### src/rtl/pms_pkg.sv
package pms_pkg;

   typedef enum logic [1:0] {
      PM_RUN  = 2'd0,
      PM_HALT = 2'd1,
      PM_STOP = 2'd2
   } pm_state_e;

   localparam int unsigned PM_NUM_STATES = 3;

   typedef struct packed {
      logic resume;
      logic vec_load;
      logic dis_set;
   } pm_pulse_t;

   localparam pm_pulse_t PM_PULSE_RESET = '{resume: 1'b0, vec_load: 1'b1, dis_set: 1'b1};

endpackage

### src/rtl/pms_next_state.sv
module pms_next_state
   import pms_pkg::*;
#(
   parameter int WDT_OVER_IRQ = 1
) (
   input  pm_state_e cur_st,
   input  logic      halt_stb,
   input  logic      stop_stb,
   input  logic      irq,
   input  logic      wdt_timeout,
   input  logic      stop_wake,
   input  logic      stop_dis,
   output pm_state_e nxt_st,
   output pm_pulse_t pulse_d
);

   logic wdt_hit;
   logic irq_hit;
   logic deep_go;

   if (WDT_OVER_IRQ < 0 || WDT_OVER_IRQ > 1) begin : g_bad_prio
      $error("WDT_OVER_IRQ must be 0 or 1");
   end

   if (WDT_OVER_IRQ == 1) begin : g_wdt_first
      assign wdt_hit = wdt_timeout;
      assign irq_hit = irq & ~wdt_timeout;
   end else begin : g_irq_first
      assign irq_hit = irq;
      assign wdt_hit = wdt_timeout & ~irq;
   end

   assign deep_go = stop_stb & ~stop_dis;

   always_comb begin
      nxt_st  = cur_st;
      pulse_d = '0;
      case (cur_st)
         PM_RUN: begin
            if (deep_go) begin
               nxt_st = PM_STOP;
            end else if (halt_stb) begin
               nxt_st = PM_HALT;
            end
         end
         PM_HALT: begin
            if (wdt_hit) begin
               nxt_st           = PM_RUN;
               pulse_d.vec_load = 1'b1;
            end else if (irq_hit) begin
               nxt_st         = PM_RUN;
               pulse_d.resume = 1'b1;
            end
         end
         PM_STOP: begin
            if (stop_wake) begin
               nxt_st           = PM_RUN;
               pulse_d.vec_load = 1'b1;
               pulse_d.dis_set  = 1'b1;
            end
         end
         default: nxt_st = PM_RUN;
      endcase
   end

endmodule

### src/rtl/pms_state_reg.sv
module pms_state_reg
   import pms_pkg::*;
#(
   parameter int STATE_ENC = 0
) (
   input  logic      clk,
   input  logic      rst_n,
   input  pm_state_e nxt_st,
   output pm_state_e cur_st
);

   localparam int unsigned OH_W = PM_NUM_STATES;

   if (STATE_ENC < 0 || STATE_ENC > 1) begin : g_bad_enc
      $error("STATE_ENC must be 0 (binary) or 1 (one-hot)");
   end

   if (STATE_ENC == 1) begin : g_onehot
      logic [OH_W-1:0] oh_q;

      always_ff @(posedge clk or negedge rst_n) begin
         if (!rst_n) begin
            oh_q <= OH_W'(1);
         end else begin
            oh_q <= OH_W'(1) << nxt_st;
         end
      end

      always_comb begin
         if (oh_q[PM_STOP]) begin
            cur_st = PM_STOP;
         end else if (oh_q[PM_HALT]) begin
            cur_st = PM_HALT;
         end else begin
            cur_st = PM_RUN;
         end
      end

      AST_ONEHOT_STATE: assert property (@(posedge clk) disable iff (!rst_n)
         $onehot(oh_q));
   end else begin : g_binary
      pm_state_e st_q;

      always_ff @(posedge clk or negedge rst_n) begin
         if (!rst_n) begin
            st_q <= PM_RUN;
         end else begin
            st_q <= nxt_st;
         end
      end

      assign cur_st = st_q;
   end

endmodule

### src/rtl/pms_clk_ctrl.sv
module pms_clk_ctrl
   import pms_pkg::*;
(
   input  pm_state_e cur_st,
   output logic      cpu_clk_en,
   output logic      periph_clk_en,
   output logic      osc_stop
);

   assign cpu_clk_en    = (cur_st == PM_RUN);
   assign periph_clk_en = (cur_st != PM_STOP);
   assign osc_stop      = (cur_st == PM_STOP);

endmodule

### src/rtl/pwr_mode_seq.sv
module pwr_mode_seq
   import pms_pkg::*;
#(
   parameter int STATE_ENC    = 0,
   parameter int WDT_OVER_IRQ = 1
) (
   input  logic clk,
   input  logic rst_n,
   input  logic halt_stb,
   input  logic stop_stb,
   input  logic irq,
   input  logic wdt_timeout,
   input  logic stop_wake,
   input  logic stop_dis,
   output logic cpu_clk_en,
   output logic periph_clk_en,
   output logic osc_stop,
   output logic resume_next,
   output logic load_rst_vec,
   output logic stop_dis_set
);

   pm_state_e cur_st;
   pm_state_e nxt_st;
   pm_pulse_t pulse_d;
   pm_pulse_t pulse_q;

   pms_next_state #(
      .WDT_OVER_IRQ(WDT_OVER_IRQ)
   ) u_next (
      .cur_st     (cur_st),
      .halt_stb   (halt_stb),
      .stop_stb   (stop_stb),
      .irq        (irq),
      .wdt_timeout(wdt_timeout),
      .stop_wake  (stop_wake),
      .stop_dis   (stop_dis),
      .nxt_st     (nxt_st),
      .pulse_d    (pulse_d)
   );

   pms_state_reg #(
      .STATE_ENC(STATE_ENC)
   ) u_state (
      .clk   (clk),
      .rst_n (rst_n),
      .nxt_st(nxt_st),
      .cur_st(cur_st)
   );

   pms_clk_ctrl u_clk (
      .cur_st       (cur_st),
      .cpu_clk_en   (cpu_clk_en),
      .periph_clk_en(periph_clk_en),
      .osc_stop     (osc_stop)
   );

   always_ff @(posedge clk or negedge rst_n) begin
      if (!rst_n) begin
         pulse_q <= PM_PULSE_RESET;
      end else begin
         pulse_q <= pulse_d;
      end
   end

   assign resume_next  = pulse_q.resume;
   assign load_rst_vec = pulse_q.vec_load;
   assign stop_dis_set = pulse_q.dis_set;

   AST_HALT_ENTRY: assert property (@(posedge clk) disable iff (!rst_n)
      cpu_clk_en && halt_stb && !(stop_stb && !stop_dis) |=> !cpu_clk_en && periph_clk_en && !osc_stop);
   AST_STOP_NOP: assert property (@(posedge clk) disable iff (!rst_n)
      cpu_clk_en && stop_stb && stop_dis && !halt_stb |=> cpu_clk_en && !osc_stop);
   AST_STOP_ENTRY: assert property (@(posedge clk) disable iff (!rst_n)
      cpu_clk_en && stop_stb && !stop_dis |=> osc_stop && !periph_clk_en);
   AST_IRQ_RESUME: assert property (@(posedge clk) disable iff (!rst_n)
      !cpu_clk_en && periph_clk_en && irq && !wdt_timeout |=> cpu_clk_en && resume_next && !load_rst_vec);
   AST_RESUME_SINGLE: assert property (@(posedge clk) disable iff (!rst_n)
      resume_next |=> !resume_next);
   AST_WDT_VECTOR: assert property (@(posedge clk) disable iff (!rst_n)
      !cpu_clk_en && periph_clk_en && wdt_timeout |=> cpu_clk_en && load_rst_vec && !resume_next);
   AST_STOP_WAKE: assert property (@(posedge clk) disable iff (!rst_n)
      osc_stop && stop_wake |=> cpu_clk_en && load_rst_vec && stop_dis_set);
   AST_STOP_HOLD: assert property (@(posedge clk) disable iff (!rst_n)
      osc_stop && !stop_wake |=> osc_stop && !load_rst_vec);
   AST_CPU_NEEDS_PERIPH: assert property (@(posedge clk) disable iff (!rst_n)
      cpu_clk_en |-> periph_clk_en);

endmodule

### config.mk
export PLATFORM = sky130hd
export DESIGN_NAME = pwr_mode_seq
export DESIGN_NICKNAME = d
export VERILOG_FILES = /design/src/rtl/pms_pkg.sv /design/src/rtl/pms_next_state.sv /design/src/rtl/pms_state_reg.sv /design/src/rtl/pms_clk_ctrl.sv /design/src/rtl/pwr_mode_seq.sv
export SDC_FILE = /design/constraint.sdc
export NUM_CORES = 1
export LEC_CHECK = 0
export BUFFER_PORTS_ARGS = -buffer_cell sky130_fd_sc_hd__buf_4
export CORE_AREA = 2 2 39 41
export CTS_CLUSTER_SIZE = 40
export DETAILED_ROUTE_END_ITERATION = 10
export DIE_AREA = 0 0 41 43
export PLACE_DENSITY_LB_ADDON = 0.15
export SETUP_SLACK_MARGIN = 0.3
export SYNTH_ARGS = -nofsm -noshare
export SYNTH_HDL_FRONTEND = slang
export SYNTH_HIERARCHICAL = 1
export SYNTH_SLANG_ARGS = --single-unit
### constraint.sdc
create_clock -name clk -period 2 [get_ports clk]
set_clock_uncertainty 0.05 [all_clocks]
set_input_delay 0 -clock clk [delete_from_list [all_inputs] [get_ports clk]]
set_output_delay 0 -clock clk [all_outputs]
set_load 0.02 [all_outputs]
Yosys cells after proc, flatten, opt, wreduce, memory -nomap -nowiden. Cells that the tools add are included.

Flip-flop bits (word level): 5. Input port bits: 8. Bits in latches: 0. Memories kept: 0. Word-level logic and storage cells: 29. Bits in writable memories: 0. Output and inout bits: 6. Memory bits (read-only): 0.

Mux-type cells: 13. Bitwise gates (word level): 4. Shift-type cells: 0. Eq/ne operators: 6. Add/sub/neg operators: 0. Magnitude comparators: 0. Divide/modulo/power cells: 0. Reductions and logical operators: 2. Multipliers: 0.

Operators with widths (number): two-way mux 2 bit (6); inequality test 3 x 2 -> 1 bit, second input constant (2); one-hot mux 2 bit (3 select lines) (1); two-way mux 1 bit (5); inequality test 2 bit, second input constant (2); AND reduction 3 bit (1); bitwise AND 1 bit (2); == test 2 x 1 -> 1 bit, second input constant (1); == test 2 bit, second input constant (1); zero test 2 bit (1); NOT 1 bit (2); one-hot mux 1 bit (2 select lines) (1).

Logic depth before layout (Yosys ltp).
Depth in word-level cells: 5. Gate-level depth with buffers: 5. Depth with buffers taken out: 5.

Cells and area by module. The synthesis kept the hierarchy.

By module, submodules not included: pms_next_state (times used 1, seq. area each 0.0 um2, cells each 20, area an instance 170.2 um2); pwr_mode_seq (times used 1, seq. area each 77.6 um2, cells each 3, area an instance 77.6 um2); pms_state_reg (times used 1, seq. area each 50.0 um2, cells each 2, area an instance 50.0 um2); pms_clk_ctrl (times used 1, seq. area each 0.0 um2, cells each 3, area an instance 16.3 um2).

Worst setup path before layout. Ideal clock, no wire load.

Kind: register to register. Start point: register u_state.g_binary.st_q[1], in the netlist u_state/cur_st[1]. End point: register u_state.g_binary.st_q[0], in the netlist u_state/cur_st[0]. Library setup time: 0.094 ns. Cell stages (with the launch flop): 6. Required time: 1.856 ns. Arrival: 1.151 ns. Clock period less this slack: 1.294 ns. Path buffers: 0. Path slack: 0.706 ns. Path through: dfrtp_1 > inv_1 > ha_1 > nor3b_1 > a21oi_1 > a221oi_2.

Elaborated cells on any way between the ends: 8. Classes of those cells: eq/ne (5); mux (1); reduce/logical (2).

RTL lines: start: declaration (line pms_state_reg.sv:42) `pm_state_e st_q;`; start signal: assignment (line pms_state_reg.sv:48) `st_q <= nxt_st;`; == test 2 bit, or another cell as far along (line pms_next_state.sv:38) `case (cur_st)`; one-hot mux 2 bit (3 select lines) * (line pms_next_state.sv:38); via nxt_st[0] (line pwr_mode_seq.sv:24) `pm_state_e nxt_st;`.

The timed path passes the listed nets; every way through them passes the cells marked *. A chain may end at the register's enable or synchronous reset.

==> PnR_summary.wiki <==
{| class="wikitable"
! Metric !! Value
|-
| GP Congestion || 0.713
|-
| Classification of the worst setup path || flop to flop
|-
| Router iterations before antenna repair || 4
|-
| First-pass GRT wire length || 1160 um
|-
| Clock insertion delay at the later pin of the skew report || 0.24 ns
|-
| Leading cell type by number of instances after synthesis || sky130_fd_sc_hd__ha_1
|-
| Max FO, Critical Path || 6
|-
| Synthesized area || 314 um^2
|-
| Maximum number of buffers from clock root to sink || 2
|-
| Clock Sink Count || 5
|-
| DRC Markers || 0
|-
| Die X-Extent || 41 um
|-
| Via count of the first global-routing pass || 272
|-
| Yosys top cell area share || 0.239
|-
| Port Buffers || 13
|-
| # fillers || 143
|-
| Area of the multi-input gates || 175 um^2
|-
| Count of yosys warnings during synthesis || 6
|-
| Post-CTS repair timing setup buffer count || 0
|-
| Hold-critical path endpoint || u_state/cur_st[1]
|-
| Max-capacitance violation count || 0
|-
| Root Driver || sky130_fd_sc_hd__clkbuf_4
|-
| Number of pins with negative max-slew slack in the final report || 0
|-
| Area growth, synth to finish || 62.2%
|-
| Worst setup slack for register-to-register paths || 0.41 ns
|-
| Worst endpoint data arrival time || 1.66 ns
|-
| Hold Violations, Final || 0
|-
| Routed via count divided by cell count || 4.26
|-
| Leakage Power || 0.000250 uW
|-
| Largest cells by area after synthesis || sky130_fd_sc_hd__dfrtp_1 (24%), sky130_fd_sc_hd__dfstp_2 (17%), sky130_fd_sc_hd__ha_1 (16%)
|-
| Detailed placer's ending HPWL || 517 um
|-
| Min-Delay Path Class || input pin to flop
|-
| Number of synthesized flops with an enable pin || 0
|-
| Instance count along the most critical hold path || 3
|-
| Starting density of the core || 0.227
|-
| Routed WL || 690 um
|-
| Library cells used by synthesis || 17
|-
| Via count || 281
|-
| Area inside the core boundary || 0.00138 mm^2
|-
| Gr ovfl total || 0
|-
| Most frequent cells after synthesis || sky130_fd_sc_hd__ha_1 (4), sky130_fd_sc_hd__dfrtp_1 (3), sky130_fd_sc_hd__inv_1 (3)
|-
| Critical-path cell list || inv_1 > ha_1 > and3b_1 > dlygate4sd3_1
|-
| Time the worst path needs with I/O delays and setup || 1.59 ns
|-
| Syn Inst Count || 28
|-
| Slew HR || 0.789
|-
| Routed wirelength normalized by instance count || 10.5 um
|-
| Final Cycle Share || 0.796
|-
| ANT nets after route || 0
|-
| Std cell rows || 14
|-
| Kind of end point of the critical path || flop
|-
| CP Data Required Time || 2.07 ns
|-
| Cell count of the worst reg-to-reg path || 4
|-
| Power density over the cells || 1130 mW/mm^2
|-
| Endpoint of the lowest-slack register-to-register path || resume_next
|-
| Pin count of the biggest net entering global routing || 7
|-
| Reg area || 129 um^2
|-
| H-tree Lvls || 1
|-
| Critical Path Max Stage Delay || 0.55 ns
|-
| Worst Tran Pin Value || 0.316 ns
|-
| Height of the die || 43 um
|-
| Area leader, netlist || sky130_fd_sc_hd__dfrtp_1
|-
| Share of flip-flops with an asynchronous set or reset || 1.00
|-
| Number of buffers created by CTS || 3
|-
| Worst-case vdd ir drop || 0.335 mV
|-
| Net count of the mapped netlist || 40
|-
| Most instantiated flip-flop cell in the synthesis netlist || sky130_fd_sc_hd__dfrtp_1
|-
| Overall routing resource usage || 0.0997
|-
| Part of the Yosys area used for sequential elements || 0.406
|-
| Antenna violations before repair || 0
|-
| Startpoint of the worst hold path || stop_dis
|-
| CTS tree || yes
|-
| Total Negative Setup Slacks || 0 ns
|-
| RSZ-0062 raised after global routing || false
|-
| Fraction of final layout cells with drive strength greater than 1 || 0.440
|-
| Final antenna diode count || 0
|-
| I/O Pins || 14
|-
| Highest clock rate || 628 MHz
|-
| Slowest cell on the critical path || sky130_fd_sc_hd__dlygate4sd3_1
|-
| Overall Power || 578 uW
|-
| Full die area || 0.00176 mm^2
|-
| Result of the run || completed
|-
| Synth Register Bits || 5
|-
| Kind of start point of the critical path || flop
|-
| DR iter-0 viols || 2
|-
| Clock edge transition at the registers on the reported setup and hold paths || 0.04 ns
|-
| Critical register-to-register path startpoint || u_state/cur_st[1]
|-
| Total setup violations reported at the end of the flow || 0
|-
| Synthesized area per cell || 11.2 um^2
|-
| Post-layout net count || 63
|}
critical path, delay by kind of cell (launching register included):
kind	cells	cell delay [ns]
adder cells (fa/ha/maj)	1	0.21
flip-flops	1	0.40
buffers and inverters	2	0.64
AND/OR/NAND/NOR	1	0.17
where the power goes:
group	internal [uW]	switching, uW	total (uW)
combinational	145	156	301
clock	75.3	39.3	115
sequential	135	26.7	162
total	356	222	578
placed cells by master (no fill, tap or decap):
cell type / netlist / final
sky130_fd_sc_hd__clkbuf_1: 0 / 1
sky130_fd_sc_hd__nand2_1: 1 / 1
sky130_fd_sc_hd__nand2b_4: 1 / 1
sky130_fd_sc_hd__nand3_1: 1 / 1
sky130_fd_sc_hd__dfrtp_1: 3 / 2
sky130_fd_sc_hd__clkbuf_4: 0 / 3
sky130_fd_sc_hd__dfstp_2: 2 / 2
sky130_fd_sc_hd__nand2b_1: 1 / 1
sky130_fd_sc_hd__nand3b_1: 1 / 1
sky130_fd_sc_hd__dlygate4sd3_1: 0 / 5
sky130_fd_sc_hd__inv_1: 3 / 3
sky130_fd_sc_hd__a21bo_1: 1 / 1
sky130_fd_sc_hd__nor2b_1: 2 / 2
sky130_fd_sc_hd__dfrtp_2: 0 / 1
sky130_fd_sc_hd__a21oi_1: 2 / 2
sky130_fd_sc_hd__ha_1: 4 / 4
sky130_fd_sc_hd__and3b_1: 1 / 1
sky130_fd_sc_hd__buf_4: 0 / 13
sky130_fd_sc_hd__nor3b_1: 1 / 1
sky130_fd_sc_hd__a221oi_2: 2 / 2
sky130_fd_sc_hd__and2_1: 1 / 1
sky130_fd_sc_hd__nor2_1: 1 / 1
flip-flops by register name, indices dropped and copies added (netlist names):
signal and count:
resume_next 1, load_rst_vec 1, stop_dis_set 1, u_state/cur_st 2
area by class of cell:
class	count	area share
Clock buffer	4	0.0516
Inverter	3	0.0221
Multi-Input combinational cell	20	0.344
Sequential cell	5	0.253
Tap cell	16	0.0393
Timing Repair Buffer	18	0.290
routing by layer:
layer | GRT usage | vias up | part of all wire
met2 | 0.163 | 10 | 0.53
met1 | 0.104 | 129 | 0.37
li1 | - | 142 | -
met4 | 0.0600 | 0 | 0
met5 | 0 | - | 0
met3 | 0.0314 | 0 | 0.10
worst max-delay path by stage:
stage | from | endpoint | slack (ns) | cells after the start
final | u_state/cur_st[1] | resume_next | 0.41 | 4
after global routing | u_state/cur_st[1] | resume_next | 0.34 | 4
after CTS | u_state/cur_st[1] | resume_next | 0.38 | 4
after detailed placement | u_state/cur_st[1] | u_state/cur_st[0] | 0.57 | 5
after global placement | u_state/cur_st[1] | u_state/cur_st[0] | 0.60 | 5
after floorplan | u_state/cur_st[1] | u_state/cur_st[0] | 0.71 | 5
logic make-up (layout without fill, tap and decap cells):
group | after synthesis | count (layout) | share of synthesized area
flip-flops | 5 | 5 | 0.406
AO/OA/AOI/OAI | 5 | 5 | 0.159
buffers and inverters | 3 | 25 | 0.0359
AND/OR/NAND/NOR | 11 | 11 | 0.239
adder cells (fa/ha/maj) | 4 | 4 | 0.159
per-stage QoR:
step / instance area (um^2) / hold WS (ns) / utilization / std cells / setup slack (ns)
global placement: 432 / -0.249 / 0.312 / 57 / 0.596
finish: 509 / 0.0230 / 0.368 / 66 / 0.408
global route: 509 / 0.0247 / 0.368 / 66 / 0.341
floorplan: 314 / -0.346 / - / 28 / 0.706
detailed placement: 432 / -0.245 / 0.312 / 57 / 0.566
CTS: 508 / 0.00601 / 0.367 / 66 / 0.385
timing repair:
action | CTS | global route
gates resized for setup | 0 | 1
endpoints found under the hold margin | 8 | 0
hold buffers | 5 | 0
setup endpoints to repair | 0 | 1
Power figures use the tool's default switching activity.
